===== src/rtl/spi_irq_pkg.sv =====
package spi_irq_pkg;
   // Status bit positions; the event sources decode these positions.
   localparam int unsigned BIT_TX_EMPTY    = 2;
   localparam int unsigned BIT_TX_UNDERRUN = 3;
   localparam int unsigned BIT_RX_FULL     = 4;
   localparam int unsigned BIT_RX_OVERRUN  = 5;
   localparam int unsigned BIT_TX_HALF     = 6;
   localparam int unsigned BIT_RX_NEMPTY   = 8;
   localparam int unsigned BIT_TOP         = 8;

   typedef struct packed {
      logic tx_empty;
      logic tx_underrun;
      logic rx_overrun;
      logic tx_half;
      logic rx_nempty;
      logic rx_full;
   } evt_bundle_t;
endpackage


===== src/rtl/spi_irq_evt_map.sv =====
module spi_irq_evt_map
   import spi_irq_pkg::*;
#(
   parameter int unsigned DATA_W = 32
) (
   input  evt_bundle_t        evt,
   output logic [DATA_W-1:0]  set_vec
);
   always_comb begin
      set_vec                  = '0;
      set_vec[BIT_TX_EMPTY]    = evt.tx_empty;
      set_vec[BIT_TX_UNDERRUN] = evt.tx_underrun;
      set_vec[BIT_RX_FULL]     = evt.rx_full;
      set_vec[BIT_RX_OVERRUN]  = evt.rx_overrun;
      set_vec[BIT_TX_HALF]     = evt.tx_half;
      set_vec[BIT_RX_NEMPTY]   = evt.rx_nempty;
   end
endmodule


===== src/rtl/spi_irq_status_reg.sv =====
module spi_irq_status_reg #(
   parameter int unsigned WIDTH = 32
) (
   input  logic             clk,
   input  logic             rst_n,
   input  logic             clr,
   input  logic             tgl_en,
   input  logic [WIDTH-1:0] tgl_data,
   input  logic [WIDTH-1:0] set_vec,
   output logic [WIDTH-1:0] q
);
   // One flop per bit: toggle first, then the event forces the bit on.
   for (genvar i = 0; i < WIDTH; i++) begin : g_bit
      always_ff @(posedge clk or negedge rst_n) begin
         if (!rst_n)     q[i] <= 1'b0;
         else if (clr)   q[i] <= 1'b0;
         else            q[i] <= (q[i] ^ (tgl_en & tgl_data[i])) | set_vec[i];
      end
   end

   AST_TOGGLE_XOR: assert property (@(posedge clk) disable iff (!rst_n)
      (tgl_en && set_vec == '0 && !clr) |=> (q == $past(q ^ tgl_data)));
   AST_EVENT_WINS: assert property (@(posedge clk) disable iff (!rst_n)
      ((set_vec != '0) && !clr) |=> ((q & $past(set_vec)) == $past(set_vec)));
   AST_NO_SELF_SET: assert property (@(posedge clk) disable iff (!rst_n)
      (!tgl_en && !clr) |=> ((q & ~$past(q) & ~$past(set_vec)) == '0));
   AST_STATUS_CLEAR: assert property (@(posedge clk) disable iff (!rst_n)
      clr |=> (q == '0));
endmodule


===== src/rtl/spi_irq_plain_reg.sv =====
module spi_irq_plain_reg #(
   parameter int unsigned      WIDTH = 32,
   parameter logic [WIDTH-1:0] KEEP  = '1
) (
   input  logic             clk,
   input  logic             rst_n,
   input  logic             clr,
   input  logic             we,
   input  logic [WIDTH-1:0] d,
   output logic [WIDTH-1:0] q
);
   // Only bits named in KEEP get a flop; the rest are tied low.
   for (genvar i = 0; i < WIDTH; i++) begin : g_bit
      if (KEEP[i]) begin : g_ff
         always_ff @(posedge clk or negedge rst_n) begin
            if (!rst_n)   q[i] <= 1'b0;
            else if (clr) q[i] <= 1'b0;
            else if (we)  q[i] <= d[i];
         end
      end else begin : g_tie
         assign q[i] = 1'b0;
      end
   end

   AST_REG_CLEAR: assert property (@(posedge clk) disable iff (!rst_n)
      clr |=> (q == '0));
   AST_REG_HOLD: assert property (@(posedge clk) disable iff (!rst_n)
      (!we && !clr) |=> $stable(q));
endmodule


===== src/rtl/spi_irq_out.sv =====
module spi_irq_out #(
   parameter int unsigned WIDTH   = 32,
   parameter bit          OUT_REG = 1'b1
) (
   input  logic             clk,
   input  logic             rst_n,
   input  logic [WIDTH-1:0] status,
   input  logic [WIDTH-1:0] enable,
   input  logic             gate,
   output logic             irq
);
   logic hit;
   assign hit = (|(status & enable)) & gate;

   if (OUT_REG) begin : g_reg
      logic irq_q;
      always_ff @(posedge clk or negedge rst_n) begin
         if (!rst_n) irq_q <= 1'b0;
         else        irq_q <= hit;
      end
      assign irq = irq_q;

      AST_IRQ_GATED: assert property (@(posedge clk) disable iff (!rst_n)
         !gate |=> !irq);
      AST_IRQ_MASKED: assert property (@(posedge clk) disable iff (!rst_n)
         ((status & enable) == '0) |=> !irq);
      AST_IRQ_RAISE: assert property (@(posedge clk) disable iff (!rst_n)
         (gate && ((status & enable) != '0)) |=> irq);
   end else begin : g_comb
      assign irq = hit;
   end
endmodule


===== src/rtl/spi_irq_ctrl.sv =====
module spi_irq_ctrl
   import spi_irq_pkg::*;
#(
   parameter int unsigned          DATA_W   = 32,
   parameter int unsigned          ADDR_W   = 8,
   parameter logic [ADDR_W-1:0]    GIE_ADDR = 8'h1C,
   parameter logic [ADDR_W-1:0]    ISR_ADDR = 8'h20,
   parameter logic [ADDR_W-1:0]    IER_ADDR = 8'h28,
   parameter int unsigned          GIE_BIT  = DATA_W - 1,
   parameter bit                   OUT_REG  = 1'b1
) (
   input  logic              clk,
   input  logic              rst_n,
   input  logic              soft_clr,
   input  logic              wr_en,
   input  logic [ADDR_W-1:0] wr_addr,
   input  logic [DATA_W-1:0] wr_data,
   input  logic [ADDR_W-1:0] rd_addr,
   output logic [DATA_W-1:0] rd_data,
   input  logic              ev_tx_empty,
   input  logic              ev_tx_underrun,
   input  logic              ev_rx_overrun,
   input  logic              ev_tx_half,
   input  logic              lvl_rx_not_empty,
   input  logic              lvl_rx_full,
   output logic              irq
);
   localparam logic [DATA_W-1:0] GIE_KEEP = DATA_W'(1) << GIE_BIT;

   if (DATA_W <= BIT_TOP) begin : g_chk_width
      $error("DATA_W too narrow for the status bit map");
   end
   if (GIE_BIT >= DATA_W) begin : g_chk_gie
      $error("GIE_BIT outside the data word");
   end
   if (GIE_ADDR == ISR_ADDR || GIE_ADDR == IER_ADDR || ISR_ADDR == IER_ADDR) begin : g_chk_addr
      $error("register addresses must differ");
   end

   evt_bundle_t       evt;
   logic [DATA_W-1:0] set_vec;
   logic [DATA_W-1:0] status_q;
   logic [DATA_W-1:0] enable_q;
   logic [DATA_W-1:0] gie_q;
   logic              we_gie, we_isr, we_ier;

   assign evt = '{tx_empty: ev_tx_empty, tx_underrun: ev_tx_underrun,
                  rx_overrun: ev_rx_overrun, tx_half: ev_tx_half,
                  rx_nempty: lvl_rx_not_empty, rx_full: lvl_rx_full};

   assign we_gie = wr_en && (wr_addr == GIE_ADDR);
   assign we_isr = wr_en && (wr_addr == ISR_ADDR);
   assign we_ier = wr_en && (wr_addr == IER_ADDR);

   spi_irq_evt_map #(.DATA_W(DATA_W)) u_map (
      .evt     (evt),
      .set_vec (set_vec)
   );

   spi_irq_status_reg #(.WIDTH(DATA_W)) u_status (
      .clk      (clk),
      .rst_n    (rst_n),
      .clr      (soft_clr),
      .tgl_en   (we_isr),
      .tgl_data (wr_data),
      .set_vec  (set_vec),
      .q        (status_q)
   );

   spi_irq_plain_reg #(.WIDTH(DATA_W), .KEEP('1)) u_enable (
      .clk   (clk),
      .rst_n (rst_n),
      .clr   (soft_clr),
      .we    (we_ier),
      .d     (wr_data),
      .q     (enable_q)
   );

   spi_irq_plain_reg #(.WIDTH(DATA_W), .KEEP(GIE_KEEP)) u_gie (
      .clk   (clk),
      .rst_n (rst_n),
      .clr   (soft_clr),
      .we    (we_gie),
      .d     (wr_data),
      .q     (gie_q)
   );

   spi_irq_out #(.WIDTH(DATA_W), .OUT_REG(OUT_REG)) u_out (
      .clk    (clk),
      .rst_n  (rst_n),
      .status (status_q),
      .enable (enable_q),
      .gate   (gie_q[GIE_BIT]),
      .irq    (irq)
   );

   always_comb begin
      unique case (rd_addr)
         GIE_ADDR: rd_data = gie_q;
         ISR_ADDR: rd_data = status_q;
         IER_ADDR: rd_data = enable_q;
         default:  rd_data = '0;
      endcase
   end

   AST_LEVEL_RXNE: assert property (@(posedge clk) disable iff (!rst_n)
      (lvl_rx_not_empty && !soft_clr) |=> status_q[BIT_RX_NEMPTY]);
   AST_LEVEL_RXFULL: assert property (@(posedge clk) disable iff (!rst_n)
      (lvl_rx_full && !soft_clr) |=> status_q[BIT_RX_FULL]);
endmodule


===== config.mk =====
export PLATFORM = sky130hd
export DESIGN_NAME = spi_irq_ctrl
export DESIGN_NICKNAME = d
export VERILOG_FILES = /design/src/rtl/spi_irq_pkg.sv /design/src/rtl/spi_irq_evt_map.sv /design/src/rtl/spi_irq_status_reg.sv /design/src/rtl/spi_irq_plain_reg.sv /design/src/rtl/spi_irq_out.sv /design/src/rtl/spi_irq_ctrl.sv
export SDC_FILE = /design/constraint.sdc
export NUM_CORES = 1
export LEC_CHECK = 0
export BUFFER_PORTS_ARGS = -buffer_cell sky130_fd_sc_hd__buf_2
export CAP_MARGIN = 5
export CORE_UTILIZATION = 50
export CTS_CLUSTER_SIZE = 24
export DETAILED_ROUTE_END_ITERATION = 10
export PLACE_DENSITY = 0.81
export SETUP_SLACK_MARGIN = 0.02
export SYNTH_ARGS = -nofsm -noshare
export SYNTH_HDL_FRONTEND = slang
export SYNTH_SLANG_ARGS = --single-unit

===== constraint.sdc =====
create_clock -name clk -period 4.6 [get_ports clk]
set_input_delay 0.69 -clock clk [delete_from_list [all_inputs] [get_ports clk]]
set_output_delay 0.69 -clock clk [all_outputs]
set_load 0.03 [all_outputs]

==> flow_summary.toml <==
[sta]
setup_ws_ps = 1547
min_period_over_period_pct = 66.37
relSlewSlack_pct = 20.89
fin_skew_ps = 10.57
rsz0062_at_grt = "no"
finalHoldViolations = 0
setup_tns_ps = 0
fin_crit_ps = 3053
fmaxAchievable_ghz = 0.3276
setup_viol = 0
holdWs_ps = 521.2
timing_worst_slew_pin_value_ps = 1187
slew_viol_final = 0

[place]
placed_area_um2 = 4593
hpwl_mm = 6.811
pre_cts_ws_ps = 1571
port_buffers = 90
place.gp.congestion = 0.7966
placed_cells = 569

[floorplan]
start_util_pct = 52.58
die_h_um = 92.85
dieArea_um2 = 8620
die_w_um = 92.85
rows = 32
coreArea_um2 = 7848
io_pins = 91

[cells_and_area]
area_growth_pct = 15.46
final_cells = 585
final_layout_size_suffix_gt1_share_pct = 34.99
final_area_um2 = 4765
nets = 536
antenna_cells = 0
fin_util_pct = 60.71

[critical_path]
reg2reg_to = "u_out.irq"
critical_path.most_common_cell = "buf_2"
crit_buf_inv = 3
required_ps = 3910
path_max_fanout = 31
cp-end-kind = "primary output"
max_stage_delay_ps = 550
reg2reg_from = "u_status.q[21]"
r2r_setup_slack_ps = 3140
critPathTopFamily = "simple AND/OR/NAND/NOR gates"
slowest_stage = "or4_4"
critPathArrivalTime_ps = 2360
r2r_cells = 3
crit_type = "primary input to primary output"
start_kind = "primary input"
cp_cell_sequence = "buf_2, or4_4, nor3b_4, buf_4, a22o_2, buf_2"

[drt]
dr.pass1.iters = 5
wl_per_cell_um = 17.92
drt_iter0_markers = 179
vias = 3516
ant_nets = 0
drc = 0
wl_mm = 10.48
viasPerCell = 6.010

[worst_hold_path]
hold_path_class = "primary input to asynchronous set/reset pin"

[clock_tree]
insertion_delay_ps = 340
cts_root_buf = "clkbuf_8"
ctsHoldBuffers = 0
cts_tree = "yes"
path_clk_slew_ps = 80
cts_resized = 0
post_cts.repair.setup_buffers = 0
cts_inserted_buffers = 9
clock_sinks = 66
clock_path_buffers = 2
htreeDepth = 3

[pwr]
peakVddDrop_v = 0.0001327
power.total_mw = 1.143
leakage_nw = 2.146
p_per_area_nw_per_um2 = 239.8

[global_routing]
grtUsageTotal_pct = 25.67
grt_max_degree = 84
antenna_found_initial = 0
grt_overflow = 0
first_global_vias = 3577
grt_pass1_wl_mm = 17.17

[synthesis]
synthDistinctLibCells = 34
synth.ff_latch_count = 66
seq_area_frac_synth_pct = 40.02
ys_warn_count = 0
synth_cells = 406
synthesis.nets = 464
netlist_area_um2 = 4126
syn_area_per_cell_um2 = 10.16

[outcome]
status = "finished clean"

[job]
cap_violations = 0
per-layer routing:
layer | vias to the layer above | routed length [um] | global-route usage (%) | part of all wire (%)
met5 | - | 0 | 0 | 0
li1 | 1645 | - | - | -
met2 | 125 | 5125 | 42.65 | 49
met3 | 16 | 630 | 4.105 | 6.0
met4 | 0 | 182 | 10.13 | 1.7
met1 | 1730 | 4545 | 33.40 | 43
synth_stat cells:
| master | n | area share [%] |
|---|---|---|
| and3b_1 | 1 | 0.21 |
| nor2b_1 | 27 | 4.1 |
| mux2_2 | 22 | 6.0 |
| nor4_1 | 13 | 2.0 |
| o21ai_0 | 1 | 0.12 |
| nor3b_4 | 1 | 0.45 |
| a22o_2 | 29 | 7.0 |
| nor4b_4 | 1 | 0.58 |
| a311oi_1 | 6 | 1.3 |
| nor2_1 | 26 | 2.4 |
| clkbuf_1 | 26 | 2.4 |
| and4b_1 | 1 | 0.24 |
| or4b_1 | 1 | 0.24 |
| nor3_2 | 1 | 0.24 |
| buf_2 | 4 | 0.49 |
| a22oi_1 | 16 | 2.9 |
| and3_1 | 1 | 0.15 |
| mux2_1 | 4 | 1.1 |
| nand4_1 | 31 | 4.7 |
| or4_4 | 1 | 0.27 |
| nand3b_1 | 7 | 1.3 |
| nor3_1 | 6 | 0.73 |
| a21oi_1 | 1 | 0.12 |
| or3_1 | 1 | 0.15 |
| o41a_1 | 1 | 0.27 |
| buf_4 | 3 | 0.55 |
| nand2b_1 | 66 | 10 |
| buf_6 | 3 | 0.82 |
| mux2i_1 | 33 | 8.0 |
| a22o_1 | 2 | 0.42 |
| dfrtp_1 | 66 | 40 |
| nor3b_1 | 2 | 0.36 |
| nor4bb_1 | 1 | 0.24 |
| and4_1 | 1 | 0.21 |
where the power goes:
group          internal, mW  switching, mW
Combinational        0.0452         0.0688
Clock                 0.208          0.230
Sequential            0.584        0.00703
Total                 0.837          0.305
state kept, by name, summed over array words and instances (netlist names):
register,count
u_enable.q,32
u_gie.q,1
u_out.irq,1
u_status.q,32
layout by cell type, fill, tap and decap left out, drive strengths merged, types with 2 or more instances in the layout:
master	instances
nand2b	66
mux2	26
clkbuf	11
buf	97
a22o	31
nand4	31
a22oi	16
nor2	26
mux2i	33
clkinv	3
a311oi	6
nor3	7
nand3b	7
clkinvlp	2
nor2b	27
nor4	13
nor3b	3
dfrtp	66
layout make-up:
class,count,area (um2)
Fill cell,712,3083
Clock inverter,5,30.03
Sequential cell,66,1652
Multi-Input combinational cell,304,2311
Clock buffer,11,141.4
Timing Repair Buffer,97,503.0
Tap cell,102,127.6
how the worst max path moves through the flow:
stage | start | end | slack, ps | cells after the start
global route | rd_addr[7] | rd_data[29] | 1510 | 6
floorplan | rd_addr[7] | rd_data[5] | 1920 | 4
detailed placement | rd_addr[7] | rd_data[25] | 1570 | 6
global placement | rd_addr[7] | rd_data[25] | 1610 | 6
CTS | rd_addr[7] | rd_data[25] | 1570 | 6
finish | rd_addr[7] | rd_data[25] | 1550 | 6
cell families (layout without fill, tap and decap cells):
logic type / count (synthesis) / in the layout / share of synthesized area [%]
buffers and inverters: 36 / 113 / 4.215
flip-flops: 66 / 66 / 40.02
AND/OR/NAND/NOR: 189 / 189 / 28.50
AO/OA/AOI/OAI: 56 / 56 / 12.16
multiplexers: 59 / 59 / 15.10
worst register-to-register path: stages (launching register included):
cell	delay (ps)
dfrtp_1	410
a22oi_1	340
nand4_1	150
o41a_1	440
No activity file was read; power rests on OpenSTA's default activity.
